`config.mk`:
```
export PLATFORM = sky130hd
export DESIGN_NAME = gpio_bank
export DESIGN_NICKNAME = d
export VERILOG_FILES = /design/src/rtl/gpio_bank_pkg.sv /design/src/rtl/gpio_sync.sv /design/src/rtl/gpio_pin_cell.sv /design/src/rtl/gpio_group_merge.sv /design/src/rtl/gpio_bank.sv
export SDC_FILE = /design/constraint.sdc
export NUM_CORES = 1
export LEC_CHECK = 0
export BUFFER_PORTS_ARGS = -buffer_cell sky130_fd_sc_hd__buf_2
export CAP_MARGIN = 20
export CORE_MARGIN = 5
export CORE_UTILIZATION = 35
export CTS_BUF_LIST = sky130_fd_sc_hd__clkbuf_4 sky130_fd_sc_hd__clkbuf_8
export DETAILED_ROUTE_END_ITERATION = 10
export PLACE_DENSITY = 0.51
export SLEW_MARGIN = 20
export SYNTH_ARGS = -nofsm -noshare
export SYNTH_HDL_FRONTEND = slang
export SYNTH_HIERARCHICAL = 1
export SYNTH_SLANG_ARGS = --single-unit
```
`constraint.sdc`:
```
create_clock -name clk -period 1.8 [get_ports clk]
set_clock_uncertainty 0.1 [all_clocks]
set_input_delay 0.18 -clock clk [delete_from_list [all_inputs] [get_ports clk]]
set_output_delay 0.18 -clock clk [all_outputs]
set_load 0.05 [all_outputs]
```
`src/rtl/gpio_bank_pkg.sv`:
```
package gpio_bank_pkg;

    localparam int CFG_W      = 32;
    localparam int DATA_BIT   = 0;
    localparam int MODE_LSB   = 1;
    localparam int MODE_W     = 3;
    localparam int FUNC_LSB   = 5;
    localparam int FUNC_W     = 2;
    localparam int GRP_LSB    = 16;
    localparam int GRP_W      = 3;
    localparam int LOCK_BIT   = 21;
    localparam int NUM_GROUPS = 1 << GRP_W;

    // defined field bits: data, mode, func, pull, ien, drive0, schmitt, group, lock, drive1
    localparam logic [CFG_W-1:0] CFG_MASK  = 32'h00E7_8FEF;
    localparam logic [CFG_W-1:0] CFG_RESET = 32'h0000_000E;

    typedef enum logic [MODE_W-1:0] {
        MD_RSVD   = 3'd0,
        MD_OUT    = 3'd1,
        MD_LVL_HI = 3'd2,
        MD_LVL_LO = 3'd3,
        MD_RISE   = 3'd4,
        MD_FALL   = 3'd5,
        MD_BOTH   = 3'd6,
        MD_OFF    = 3'd7
    } pin_mode_e;

    typedef enum logic {
        TRK_PRIME = 1'b0,
        TRK_RUN   = 1'b1
    } trk_state_e;

endpackage

```
`src/rtl/gpio_sync.sv`:
```
module gpio_sync #(
    parameter int WIDTH = 8
) (
    input  logic             clk,
    input  logic             rst_n,
    input  logic [WIDTH-1:0] d_async,
    output logic [WIDTH-1:0] d_sync
);

    logic [WIDTH-1:0] stage1_q;
    logic [WIDTH-1:0] stage2_q;

    always_ff @(posedge clk or negedge rst_n) begin
        if (!rst_n) begin
            stage1_q <= '0;
            stage2_q <= '0;
        end else begin
            stage1_q <= d_async;
            stage2_q <= stage1_q;
        end
    end

    assign d_sync = stage2_q;

endmodule

```
`src/rtl/gpio_pin_cell.sv`:
```
module gpio_pin_cell
    import gpio_bank_pkg::*;
(
    input  logic              clk,
    input  logic              rst_n,
    input  logic              wr_en,
    input  logic [CFG_W-1:0]  wdata,
    input  logic              sync_in,
    output logic [CFG_W-1:0]  rd_word,
    output logic              pad_out,
    output logic              pad_oe,
    output logic [FUNC_W-1:0] func_sel,
    output logic [GRP_W-1:0]  grp_sel,
    output logic              evt
);

    logic [CFG_W-1:0] cfg_q;
    logic             prev_q;
    trk_state_e       state_q;
    trk_state_e       state_d;
    pin_mode_e        mode;
    logic             locked;
    logic             mode_change;

    assign mode        = pin_mode_e'(cfg_q[MODE_LSB +: MODE_W]);
    assign locked      = cfg_q[LOCK_BIT];
    assign mode_change = wr_en && !locked &&
                         (wdata[MODE_LSB +: MODE_W] != cfg_q[MODE_LSB +: MODE_W]);

    // configuration word, lock keeps all but the data bit
    always_ff @(posedge clk or negedge rst_n) begin
        if (!rst_n) begin
            cfg_q <= CFG_RESET;
        end else if (wr_en) begin
            if (locked) begin
                cfg_q[DATA_BIT] <= wdata[DATA_BIT];
            end else begin
                cfg_q <= wdata & CFG_MASK;
            end
        end
    end

    // previous synchronized sample
    always_ff @(posedge clk or negedge rst_n) begin
        if (!rst_n) begin
            prev_q <= 1'b0;
        end else begin
            prev_q <= sync_in;
        end
    end

    // tracker state register
    always_ff @(posedge clk or negedge rst_n) begin
        if (!rst_n) begin
            state_q <= TRK_PRIME;
        end else begin
            state_q <= state_d;
        end
    end

    // tracker next state
    always_comb begin
        state_d = state_q;
        unique case (state_q)
            TRK_PRIME: state_d = mode_change ? TRK_PRIME : TRK_RUN;
            TRK_RUN:   state_d = mode_change ? TRK_PRIME : TRK_RUN;
            default:   state_d = TRK_PRIME;
        endcase
    end

    // outputs
    always_comb begin
        logic run;
        run      = (state_q == TRK_RUN);
        pad_out  = cfg_q[DATA_BIT];
        pad_oe   = 1'b0;
        func_sel = cfg_q[FUNC_LSB +: FUNC_W];
        grp_sel  = cfg_q[GRP_LSB +: GRP_W];
        rd_word  = {cfg_q[CFG_W-1:1], sync_in};
        evt      = 1'b0;
        unique case (mode)
            MD_OUT: begin
                pad_oe  = (cfg_q[FUNC_LSB +: FUNC_W] == '0);
                rd_word = cfg_q;
            end
            MD_LVL_HI: evt = sync_in;
            MD_LVL_LO: evt = !sync_in;
            MD_RISE:   evt = run && sync_in && !prev_q;
            MD_FALL:   evt = run && !sync_in && prev_q;
            MD_BOTH:   evt = run && (sync_in != prev_q);
            MD_RSVD, MD_OFF: evt = 1'b0;
            default:   evt = 1'b0;
        endcase
    end

    // a rising-only pulse never lasts two cycles
    p_rise_pulse_r7: assert property (@(posedge clk) disable iff (!rst_n)
        (mode == MD_RISE && evt) |=> (mode != MD_RISE || !evt));

    // a falling-only pulse never lasts two cycles
    p_fall_pulse_r7: assert property (@(posedge clk) disable iff (!rst_n)
        (mode == MD_FALL && evt) |=> (mode != MD_FALL || !evt));

    // a locked word keeps everything but the data bit
    p_lock_hold_r10: assert property (@(posedge clk) disable iff (!rst_n)
        locked |=> $stable(cfg_q[CFG_W-1:1]));

    // idle and output modes stay quiet
    p_idle_quiet_r9: assert property (@(posedge clk) disable iff (!rst_n)
        (mode == MD_OFF || mode == MD_OUT || mode == MD_RSVD) |-> !evt);

endmodule

```
`src/rtl/gpio_group_merge.sv`:
```
module gpio_group_merge
    import gpio_bank_pkg::*;
#(
    parameter int NUM_PINS = 8
) (
    input  logic                      clk,
    input  logic                      rst_n,
    input  logic [NUM_PINS-1:0]       evt,
    input  logic [NUM_PINS*GRP_W-1:0] grp_sel,
    output logic [NUM_GROUPS-1:0]     grp_evt
);

    always_comb begin
        grp_evt = '0;
        for (int g = 0; g < NUM_GROUPS; g++) begin
            for (int p = 0; p < NUM_PINS; p++) begin
                if (grp_sel[p*GRP_W +: GRP_W] == GRP_W'(g)) begin
                    grp_evt[g] = grp_evt[g] | evt[p];
                end
            end
        end
    end

    for (genvar p = 0; p < NUM_PINS; p++) begin : g_chk
        // every pin event reaches its selected group line
        p_grp_cover_r11: assert property (@(posedge clk) disable iff (!rst_n)
            evt[p] |-> grp_evt[grp_sel[p*GRP_W +: GRP_W]]);
    end

endmodule

```
`src/rtl/gpio_bank.sv`:
```
module gpio_bank
    import gpio_bank_pkg::*;
#(
    parameter int NUM_PINS = 8,
    parameter int ADDR_W   = 11
) (
    input  logic                    clk,
    input  logic                    rst_n,
    input  logic                    bus_we,
    input  logic [ADDR_W-1:0]       bus_addr,
    input  logic [31:0]             bus_wdata,
    output logic [31:0]             bus_rdata,
    input  logic [NUM_PINS-1:0]     pin_in,
    output logic [NUM_PINS-1:0]     pin_out,
    output logic [NUM_PINS-1:0]     pin_oe,
    output logic [2*NUM_PINS-1:0]   pin_func,
    output logic [NUM_PINS-1:0]     pin_evt,
    output logic [NUM_GROUPS-1:0]   grp_evt
);

    localparam int IDX_W = ADDR_W - 2;

    logic [IDX_W-1:0]          word_idx;
    logic                      aligned;
    logic [NUM_PINS-1:0]       sync_lvl;
    logic [NUM_PINS-1:0]       wr_sel;
    logic [CFG_W-1:0]          rd_word [NUM_PINS];
    logic [NUM_PINS*GRP_W-1:0] grp_flat;

    assign word_idx = bus_addr[ADDR_W-1:2];
    assign aligned  = (bus_addr[1:0] == 2'b00);

    gpio_sync #(.WIDTH(NUM_PINS)) u_sync (
        .clk     (clk),
        .rst_n   (rst_n),
        .d_async (pin_in),
        .d_sync  (sync_lvl)
    );

    for (genvar i = 0; i < NUM_PINS; i++) begin : g_pin
        assign wr_sel[i] = bus_we && aligned && (word_idx == IDX_W'(i));

        gpio_pin_cell u_cell (
            .clk      (clk),
            .rst_n    (rst_n),
            .wr_en    (wr_sel[i]),
            .wdata    (bus_wdata),
            .sync_in  (sync_lvl[i]),
            .rd_word  (rd_word[i]),
            .pad_out  (pin_out[i]),
            .pad_oe   (pin_oe[i]),
            .func_sel (pin_func[i*FUNC_W +: FUNC_W]),
            .grp_sel  (grp_flat[i*GRP_W +: GRP_W]),
            .evt      (pin_evt[i])
        );

        // a driven pin never reports an event
        p_out_quiet_r9: assert property (@(posedge clk) disable iff (!rst_n)
            pin_oe[i] |-> !pin_evt[i]);
    end

    // read mux, unmatched addresses return zero
    always_comb begin
        bus_rdata = '0;
        for (int i = 0; i < NUM_PINS; i++) begin
            if (aligned && word_idx == IDX_W'(i)) begin
                bus_rdata = rd_word[i];
            end
        end
    end

    gpio_group_merge #(.NUM_PINS(NUM_PINS)) u_merge (
        .clk     (clk),
        .rst_n   (rst_n),
        .evt     (pin_evt),
        .grp_sel (grp_flat),
        .grp_evt (grp_evt)
    );

endmodule

```
==> results.py, run 1 <==
metrics = {
    "routing": {
        "routedWlPerCell_um": 19.4,
        "dr.pass1.iters": 5,
        "ant_nets": 0,
        "totalWireLength_um": 37200,
        "drt_iter0_markers": 546,
        "drc": 0,
        "vias": 9517,
        "avgViaCountPerCell": 4.96,
    },
    "die": {
        "coreArea_um2": 33700,
        "die_w_um": 195,
        "design.die.area_um2": 38200,
        "io_pins": 134,
        "rows": 67,
        "die_h_um": 195,
        "initial_core_util_pct": 35.7,
    },
    "placed_design": {
        "place_hpwl_um": 26900,
        "post_dp_cell_area_um2": 14500,
        "dpl_worst_slack_ns": -0.583,
        "dp.cells": 1811,
        "gp_congestion": 0.921,
        "port-buffer-count": 119,
    },
    "timing": {
        "period_share_pct": 149,
        "layout_setup_ws_ns": -0.888,
        "hold_viol": 0,
        "drv_slew": 0,
        "slew_headroom_pct": 65.1,
        "rsz0062_at_grt": "yes",
        "worstMarginPinSlew_ns": 0.524,
        "post-route-min-period_ns": 2.69,
        "setup_viol": 42,
        "max_freq_mhz": 372,
        "fin_worst_hold_slack_ns": 0.0482,
    },
    "global_routing": {
        "grt_pass1_vias": 9839,
        "antenna_found_initial": 0,
        "grt-ovfl-total": 0,
        "grt_max_degree": 62,
        "grt_use_total_pct": 19.4,
        "grt_pass1_wl_um": 58500,
    },
    "pwr": {
        "cellLeakagePower_nw": 7.62,
        "ir_drop_mv": 0.439,
        "powerDensity_nw_per_um2": 515,
    },
    "synthesis": {
        "synth_edf_count": 0,
        "synth_warnings": 6,
        "synth_cells": 1171,
        "synth_cell_types": 58,
        "ys.flop_type": "dfrtp_1",
        "ys_ff_latch": 176,
        "synth.avg_cell_area_um2": 10.3,
        "async_flop_share_pct": 100,
        "seq_area_frac_synth_pct": 36.9,
        "syn_area_um2": 12000,
    },
    "finish": {
        "area_growth_pct": 38.5,
        "postLayoutCoreUtil_pct": 49.4,
        "final_common_cell": "buf_4",
        "design_area_um2": 16700,
        "layout_common_cells": "197 x buf_4, 136 x dfrtp_1, 112 x conb_1",
        "antennaDiodeCount": 0,
        "stdcell_count": 1919,
        "drive_gt1_share_pct": 51.6,
        "nNetsFinal": 1512,
    },
    "critical_path": {
        "r2r-start": "g_pin[5].u_cell/cfg_q[1]",
        "crit_type": "reg -> out",
        "cp.required_ns": 1.52,
        "cp-start-kind": "register",
        "path_max_fanout": 6,
        "cp.arrival_ns": 2.41,
        "crit_start": "g_pin[0].u_cell/cfg_q[3]",
        "crit_path_end_kind": "primary output",
    },
    "clock_network": {
        "cts.sinks": 176,
        "cts_tree": "yes",
        "root_buffer": "clkbuf_8",
        "clk_latency_ns": 0.48,
        "cts_made_buffers": 17,
        "clk_pin_slew_ns": 0.10,
        "htree_levels": 4,
        "cts_max_path_buffers": 2,
    },
    "hold_path": {
        "hold_class": "in -> reg",
        "min_from": "bus_wdata[3]",
    },
    "run": {
        "drv_cap": 0,
    },
    "status": {
        "outcome": "complete, but fails checks",
        "violations": "setup timing",
    },
}
## critical path, stage by stage, from the launching register on
cell,delay (ns)
dfstp_2,0.60
nor3b_2,0.06
a31oi_1,0.19
a22oi_2,0.15
and2_4,0.18
and3_4,0.18
a311oi_4,0.24
o2111ai_4,0.15
buf_6,0.18
## state kept, by name, summed over array words and instances, names as in the netlist
register and count:
g_pin.u_cell/prev_q 8, g_pin.u_cell/cfg_q 144, u_sync/d_sync 8, u_sync/stage1_q 8, g_pin.u_cell/state_q 8
## Yosys cell counts (13+ instances only)
cell / count / area share (%)
mux2_2: 81 / 7.6
xor2_1: 32 / 2.3
mux2_4: 56 / 7.0
nand2b_1: 13 / 0.68
inv_1: 36 / 1.1
buf_2: 28 / 1.2
clkbuf_1: 14 / 0.44
buf_4: 161 / 10
a22o_1: 25 / 1.8
dfstp_2: 24 / 5.2
nor2_1: 56 / 1.7
o21ai_0: 46 / 1.9
nand2_1: 61 / 1.9
a31oi_1: 23 / 1.2
a221oi_1: 20 / 1.5
mux2i_1: 63 / 5.2
buf_6: 16 / 1.5
o32ai_1: 22 / 1.6
dfrtp_1: 152 / 32
a21oi_1: 62 / 2.6
## power breakdown
group / leakage [nW] / switching, mW / internal, mW / total [mW]
sequential: 2.25 / 0.0500 / 4.01 / 4.06
combinational: 5.15 / 0.837 / 0.606 / 1.44
clock: 0.220 / 1.48 / 1.59 / 3.07
## what timing repair did
item                       4_1_cts  5_1_grt
gates resized for setup        236       64
setup endpoints to repair       56       56
gates cloned                     1        0
hold buffers                    24        0
setup buffers                   42       23
pin swaps                       61       54
hold endpoints to repair       286        0
## routing by layer
metal	track usage (%)	vias up	part of all wire [%]
li1	-	4516	-
met3	2.71	36	3.1
met5	0	-	0
met1	26.8	4773	47
met2	32.4	192	48
met4	4.58	0	1.4
## metrics by stage
stage               setup TNS (ns)  power, mW
floorplan                   -12.62       5.02
global placement            -42.24       5.37
detailed placement          -45.48       5.38
CTS                         -17.08       8.63
global route                -20.55       8.94
finish                      -15.79       8.57
## path summary, 6_finish.rpt
check,slack [ns],depth (start not counted),to
worst max-delay path,-0.89,8,grp_evt[7]
worst min-delay path,0.05,3,g_pin[1].u_cell/cfg_q[3]
worst max register to register,0.21,6,g_pin[5].u_cell/state_q
worst min register to register,0.26,0,u_sync/d_sync[2]
max in group asynchronous,0.93,3,u_sync/stage1_q[0]
min in group asynchronous,0.15,3,g_pin[4].u_cell/cfg_q[6]
## cell type report
type / count / area [um2]
Clock buffer: 21 / 270
Clock inverter: 11 / 164
Fill cell: 3156 / 17000
Inverter: 37 / 139
Multi-Input combinational cell: 835 / 7490
Sequential cell: 176 / 4450
Tap cell: 448 / 561
Timing Repair Buffer: 391 / 3580
## cell families after synthesis
group / after synthesis / synth area share, %
xor+xnor: 32 / 2.33
buf+inv: 264 / 15.6
flops: 176 / 36.9
simple gates: 216 / 9.51
other cells: 8 / 0.250
mux: 200 / 19.8
compound gates: 275 / 15.5
(Power assumes the default switching activity.)
==> run 2: changes to the inputs <==
--- a/config.mk
+++ b/config.mk
@@ -11,9 +11,8 @@
 export CORE_UTILIZATION = 35
 export CTS_BUF_LIST = sky130_fd_sc_hd__clkbuf_4 sky130_fd_sc_hd__clkbuf_8
 export DETAILED_ROUTE_END_ITERATION = 10
-export PLACE_DENSITY = 0.51
+export PLACE_DENSITY = 0.52
 export SLEW_MARGIN = 20
 export SYNTH_ARGS = -nofsm -noshare
 export SYNTH_HDL_FRONTEND = slang
-export SYNTH_HIERARCHICAL = 1
 export SYNTH_SLANG_ARGS = --single-unit
==> results.py, run 2 <==
metrics = {
    "status": {
        "outcome": "complete, but fails checks",
        "violations": "setup timing",
    },
    "finish": {
        "fill_cells": 2632,
        "antennaDiodeCount": 0,
        "layout_common_cells": "174 x buf_4, 142 x dfrtp_1, 97 x mux2_4",
        "postLayoutCoreUtil_pct": 49.6,
        "regArea_um2": 4450,
        "multi_input_area_um2": 5810,
        "drive_gt1_share_pct": 55.9,
        "area_growth_pct": 40.2,
        "largest_reg_flops": 144,
        "final_common_cell": "buf_4",
        "nNetsFinal": 1226,
        "largest-register": "g_pin.u_cell.cfg_q",
    },
    "placed_design": {
        "port-buffer-count": 105,
        "gp_congestion": 0.857,
        "place_hpwl_um": 22600,
    },
    "pwr": {
        "powerDensity_nw_per_um2": 555,
        "total_power_mw": 7.88,
        "cellLeakagePower_nw": 6.53,
        "ir_drop_mv": 0.433,
    },
    "die": {
        "die_h_um": 180,
        "design.die.area_um2": 32400,
        "io_pins": 134,
        "rows": 62,
        "coreArea_um2": 28600,
        "initial_core_util_pct": 35.4,
        "die_w_um": 180,
    },
    "synthesis": {
        "syn_area_um2": 10100,
        "yosys.area.top_type": "dfrtp_1",
        "ys.flop_type": "dfrtp_1",
        "synth_top_family_by_area": "multiplexers",
        "ys_ff_latch": 176,
        "synth_top_area_share_pct": 37.6,
        "async_flop_share_pct": 100,
        "synth_edf_count": 0,
        "synth.avg_cell_area_um2": 11.1,
        "synth_top_cells_by_count": "152 x dfrtp_1, 84 x mux2_2, 55 x buf_4, 55 x mux2_4, 55 x nor2_1",
        "yosysMostFrequentCell": "dfrtp_1",
        "synth_cell_types": 64,
        "synthMuxAreaShare_pct": 20.5,
        "seq_area_frac_synth_pct": 43.8,
        "synth-adder-area-share_pct": 0,
        "synth_area_leaders": "dfrtp_1 38%, mux2_2 9.3%, mux2_4 8.2%",
        "yosys.area_share.simple_pct": 13.6,
        "synth_cells": 913,
        "synth_xor_area_share_pct": 2.68,
        "synth_compound_area_share_pct": 11.1,
        "synth_warnings": 0,
    },
    "timing": {
        "rsz0062_at_grt": "yes",
        "drv_slew": 0,
        "post-route-min-period_ns": 2.84,
        "setup_viol": 42,
        "max_freq_mhz": 352,
        "hold_viol": 0,
        "period_share_pct": 158,
        "layout_setup_ws_ns": -1.04,
    },
    "global_routing": {
        "grt-ovfl-total": 0,
        "grt_max_degree": 67,
        "grt_use_total_pct": 19.0,
        "grt_pass1_vias": 8307,
        "grt_pass1_wl_um": 48800,
        "antenna_found_initial": 1,
    },
    "critical_path": {
        "crit_type": "reg -> out",
        "cp.arrival_ns": 2.56,
        "cp-start-kind": "register",
        "path_max_fanout": 6,
        "cp.required_ns": 1.52,
        "crit_path_end_kind": "primary output",
    },
    "routing": {
        "ant_nets": 0,
        "drc": 0,
        "totalWireLength_um": 31300,
        "vias": 8044,
        "dr.pass1.iters": 5,
        "routedWlPerCell_um": 20.0,
        "avgViaCountPerCell": 5.13,
        "drt_iter0_markers": 478,
    },
    "clock_network": {
        "cts.sinks": 176,
        "root_buffer": "clkbuf_8",
        "cts_max_path_buffers": 2,
        "clk_latency_ns": 0.47,
        "cts_tree": "yes",
        "cts_made_buffers": 17,
        "htree_levels": 4,
        "clk_pin_slew_ns": 0.10,
    },
    "run": {
        "drv_cap": 0,
    },
    "hold_path": {
        "hold_class": "in -> reg",
    },
}
## run 2: changes by cell type after synthesis, sizes merged, moves of 20 or more
cell / change
buf: -124
o21ai: -34
o32ai: -20
mux2i: -42
inv: -26
## run 2: logic make-up (layout without fill, tap and decap cells)
kind of cell / count (synthesis) / in the layout
compound gates: 165 / 165
xor+xnor: 31 / 31
buf+inv: 134 / 393
flops: 176 / 176
mux: 164 / 164
other cells: 1 / 14
simple gates: 242 / 242
## run 2: worst paths after layout
kind / slack, ns / startpoint / cells past startpoint / to
max in group asynchronous: 0.82 / rst_n / 3 / g_pin[5].u_cell.cfg_q[3]
min: 0.04 / bus_wdata[3] / 3 / g_pin[3].u_cell.cfg_q[3]
min in group asynchronous: 0.07 / rst_n / 2 / g_pin[0].u_cell.cfg_q[6]
max reg2reg: 0.14 / g_pin[0].u_cell.cfg_q[21] / 4 / g_pin[0].u_cell.cfg_q[22]
max: -1.04 / g_pin[1].u_cell.cfg_q[1] / 7 / grp_evt[6]
min reg2reg: 0.26 / u_sync.stage1_q[5] / 0 / u_sync.d_sync[5]
## run 2: through the flow
step	area, um2	setup WS (ns)	hold slack, ns	setup TNS (ns)	cells
after detailed placement	12300	-0.731	0.0180	-41.35	1468
after global routing	14200	-1.20	0.0633	-23.63	1569
after global placement	12300	-0.774	0.0152	-39.60	1468
final	14200	-1.04	0.0377	-18.66	1569
after CTS	13900	-1.09	0.0142	-20.02	1548
after floorplan	10700	-0.481	-0.216	-14.76	926
## run 2: metal layers
| layer | GRT usage [%] | routed length, um | vias up |
|---|---|---|---|
| met5 | 0 | 7 | - |
| met4 | 4.72 | 426 | 2 |
| met3 | 3.67 | 1370 | 24 |
| met2 | 30.2 | 14700 | 186 |
| met1 | 26.9 | 14800 | 4079 |
| li1 | - | - | 3753 |
## run 2: worst max-delay path, cell delays in order, from the launching register on
cell and delay (ns):
dfstp_2 0.61, xor2_1 0.09, a221oi_2 0.32, a211oi_2 0.08, a221oi_2 0.26, o211ai_1 0.12, or4_4 0.45, buf_8 0.17
## run 2: final cells by class
| class | count | area share (%) |
|---|---|---|
| Inverter | 12 | 0.326 |
| Clock buffer | 18 | 1.75 |
| Clock inverter | 14 | 1.16 |
| Timing Repair Buffer | 349 | 21.1 |
| Sequential cell | 176 | 31.3 |
| Multi-Input combinational cell | 616 | 40.9 |
| Tap cell | 384 | 3.39 |
## run 2: what timing repair did
action                                 in CTS  in global routing
endpoints found under the hold margin     262                  0
setup endpoints to repair                  42                 42
hold buffers                               24                  0
setup buffers                              30                 25
pin swaps                                  44                 17
resized for setup                         208                 39
## run 2: power by group
group	switching (mW)	internal [mW]
Clock	1.73	1.10
Combinational	0.593	0.405
Sequential	0.0433	4.01
Total	2.36	5.52
==> run 3: changes to the inputs <==
--- a/config.mk
+++ b/config.mk
@@ -5,8 +5,9 @@
 export SDC_FILE = /design/constraint.sdc
 export NUM_CORES = 1
 export LEC_CHECK = 0
-export BUFFER_PORTS_ARGS = -buffer_cell sky130_fd_sc_hd__buf_2
+export BUFFER_PORTS_ARGS = -buffer_cell sky130_fd_sc_hd__clkbuf_2
 export CAP_MARGIN = 20
+export CORE_ASPECT_RATIO = 0.9
 export CORE_MARGIN = 5
 export CORE_UTILIZATION = 35
 export CTS_BUF_LIST = sky130_fd_sc_hd__clkbuf_4 sky130_fd_sc_hd__clkbuf_8
==> results.py, run 3 (synthesized netlist as in run 2, its figures left out) <==
metrics = {
    "pwr": {
        "powerDensity_nw_per_um2": 540,
        "total_power_mw": 7.81,
        "ir_drop_mv": 0.450,
        "cellLeakagePower_nw": 6.56,
    },
    "status": {
        "violations": "setup timing",
        "outcome": "complete, but fails checks",
    },
    "timing": {
        "fin_worst_hold_slack_ns": 0.0864,
        "finalSetupTns_ns": -20.65,
        "period_share_pct": 158,
        "drv_slew": 0,
        "rsz0062_at_grt": "yes",
        "setup_viol": 42,
        "layout_setup_ws_ns": -1.04,
        "max_freq_mhz": 352,
        "hold_viol": 0,
        "post-route-min-period_ns": 2.84,
    },
    "routing": {
        "drc": 0,
        "ant_nets": 0,
        "routedWlPerCell_um": 20.3,
        "vias": 8050,
        "totalWireLength_um": 31500,
        "avgViaCountPerCell": 5.19,
        "drt_iter0_markers": 435,
        "dr.pass1.iters": 5,
    },
    "finish": {
        "final_common_cell": "buf_4",
        "design_area_um2": 14500,
        "drive_gt1_share_pct": 56.1,
        "largest_reg_flops": 144,
        "nNetsFinal": 1226,
        "fill_cells": 2542,
        "largest-register": "g_pin.u_cell.cfg_q",
        "layout_common_cells": "175 x buf_4, 144 x dfrtp_1, 97 x mux2_4",
        "area_growth_pct": 42.9,
        "stdcell_count": 1551,
        "postLayoutCoreUtil_pct": 50.4,
        "antennaDiodeCount": 0,
    },
    "clock_network": {
        "cts_made_buffers": 17,
        "cts_max_path_buffers": 2,
        "htree_levels": 4,
        "clk_pin_slew_ns": 0.11,
        "root_buffer": "clkbuf_8",
        "clk_latency_ns": 0.49,
        "cts_tree": "yes",
        "cts.sinks": 176,
    },
    "global_routing": {
        "grt_pass1_wl_um": 48800,
        "grt_pass1_vias": 8312,
        "grt_use_total_pct": 19.4,
        "antenna_found_initial": 1,
        "grt_max_degree": 46,
        "grt-ovfl-total": 0,
    },
    "critical_path": {
        "reg2regPathDepth": 5,
        "worstPathCellList": "xor2_1, a221oi_2, buf_4, a21oi_4, buf_12, nor3b_4, a2111oi_2, nand4_1, buf_12",
        "crit_type": "reg -> out",
        "r2r-end": "g_pin[0].u_cell.cfg_q[11]",
        "ff2ff_setup_slack_ns": 0.05,
        "cp.arrival_ns": 2.56,
        "cp.required_ns": 1.52,
        "cp_slowest_cell": "dfstp_2",
        "slowest_delay_ns": 0.57,
        "cp-start-kind": "register",
        "path_max_fanout": 4,
        "crit_path_end_kind": "primary output",
        "cpMostUsedCell": "buf_12",
        "r2r-start": "g_pin[0].u_cell.cfg_q[21]",
    },
    "placed_design": {
        "place_hpwl_um": 22800,
        "dp.cells": 1462,
        "post_dp_cell_area_um2": 12900,
        "dpl_worst_slack_ns": -0.716,
        "port-buffer-count": 105,
        "gp_congestion": 0.865,
    },
    "hold_path": {
        "hold_class": "in -> async",
    },
    "run": {
        "drv_cap": 0,
    },
    "die": {
        "coreArea_um2": 28700,
        "die_w_um": 189,
        "initial_core_util_pct": 35.2,
        "die_h_um": 171,
        "io_pins": 134,
        "design.die.area_um2": 32400,
        "rows": 59,
    },
}
run 3: report_power, final:
part	leakage (nW)	switching [mW]	internal [mW]	total, mW
clock	0.183	1.66	1.06	2.73
sequential	2.25	0.0457	4.01	4.06
combinational	4.13	0.603	0.424	1.03
total	6.56	2.31	5.50	7.81
run 3: what timing repair did:
action                                  CTS  global route
gates resized for setup                 122            44
pin swaps                                45            23
hold endpoints to repair                274             0
setup buffers                            29            17
cloned                                    0             0
endpoints found under the setup margin   42            42
hold buffers                             24             0
run 3: routing by layer:
| metal | wire length, um | vias to the layer above | track usage (%) | part of all wire (%) |
|---|---|---|---|---|
| li1 | - | 3733 | - | - |
| met1 | 15000 | 4129 | 27.3 | 47 |
| met2 | 15000 | 166 | 32.0 | 48 |
| met3 | 1120 | 22 | 3.15 | 3.5 |
| met4 | 393 | 0 | 4.43 | 1.2 |
| met5 | 0 | - | 0 | 0 |
run 3: how the worst max path moves through the flow:
stage | cells past startpoint | startpoint | end
2_1_floorplan | 7 | g_pin[1].u_cell.cfg_q[1] | grp_evt[6]
3_3_place_gp | 7 | g_pin[1].u_cell.cfg_q[1] | grp_evt[6]
3_5_place_dp | 7 | g_pin[1].u_cell.cfg_q[1] | grp_evt[6]
4_1_cts | 7 | g_pin[1].u_cell.cfg_q[1] | grp_evt[6]
5_1_grt | 9 | g_pin[1].u_cell.cfg_q[1] | grp_evt[1]
6_report | 9 | g_pin[1].u_cell.cfg_q[1] | grp_evt[1]
run 3: layout make-up:
| class | count | area (um2) | area share, % |
|---|---|---|---|
| clock buffers | 19 | 255 | 1.76 |
| well taps | 366 | 458 | 3.17 |
| inverters | 12 | 45.0 | 0.311 |
| clock inverters | 13 | 125 | 0.865 |
| repair buffers | 349 | 3320 | 23.0 |
| flip-flops and latches | 176 | 4440 | 30.7 |
| multi-input cells | 616 | 5820 | 40.2 |
run 3: critical path, delay by kind of cell, from the launching register on:
family	cells	cell delay [ns]
buf+inv	3	0.51
simple gates	2	0.34
flops	1	0.57
xor+xnor	1	0.08
compound gates	3	0.60
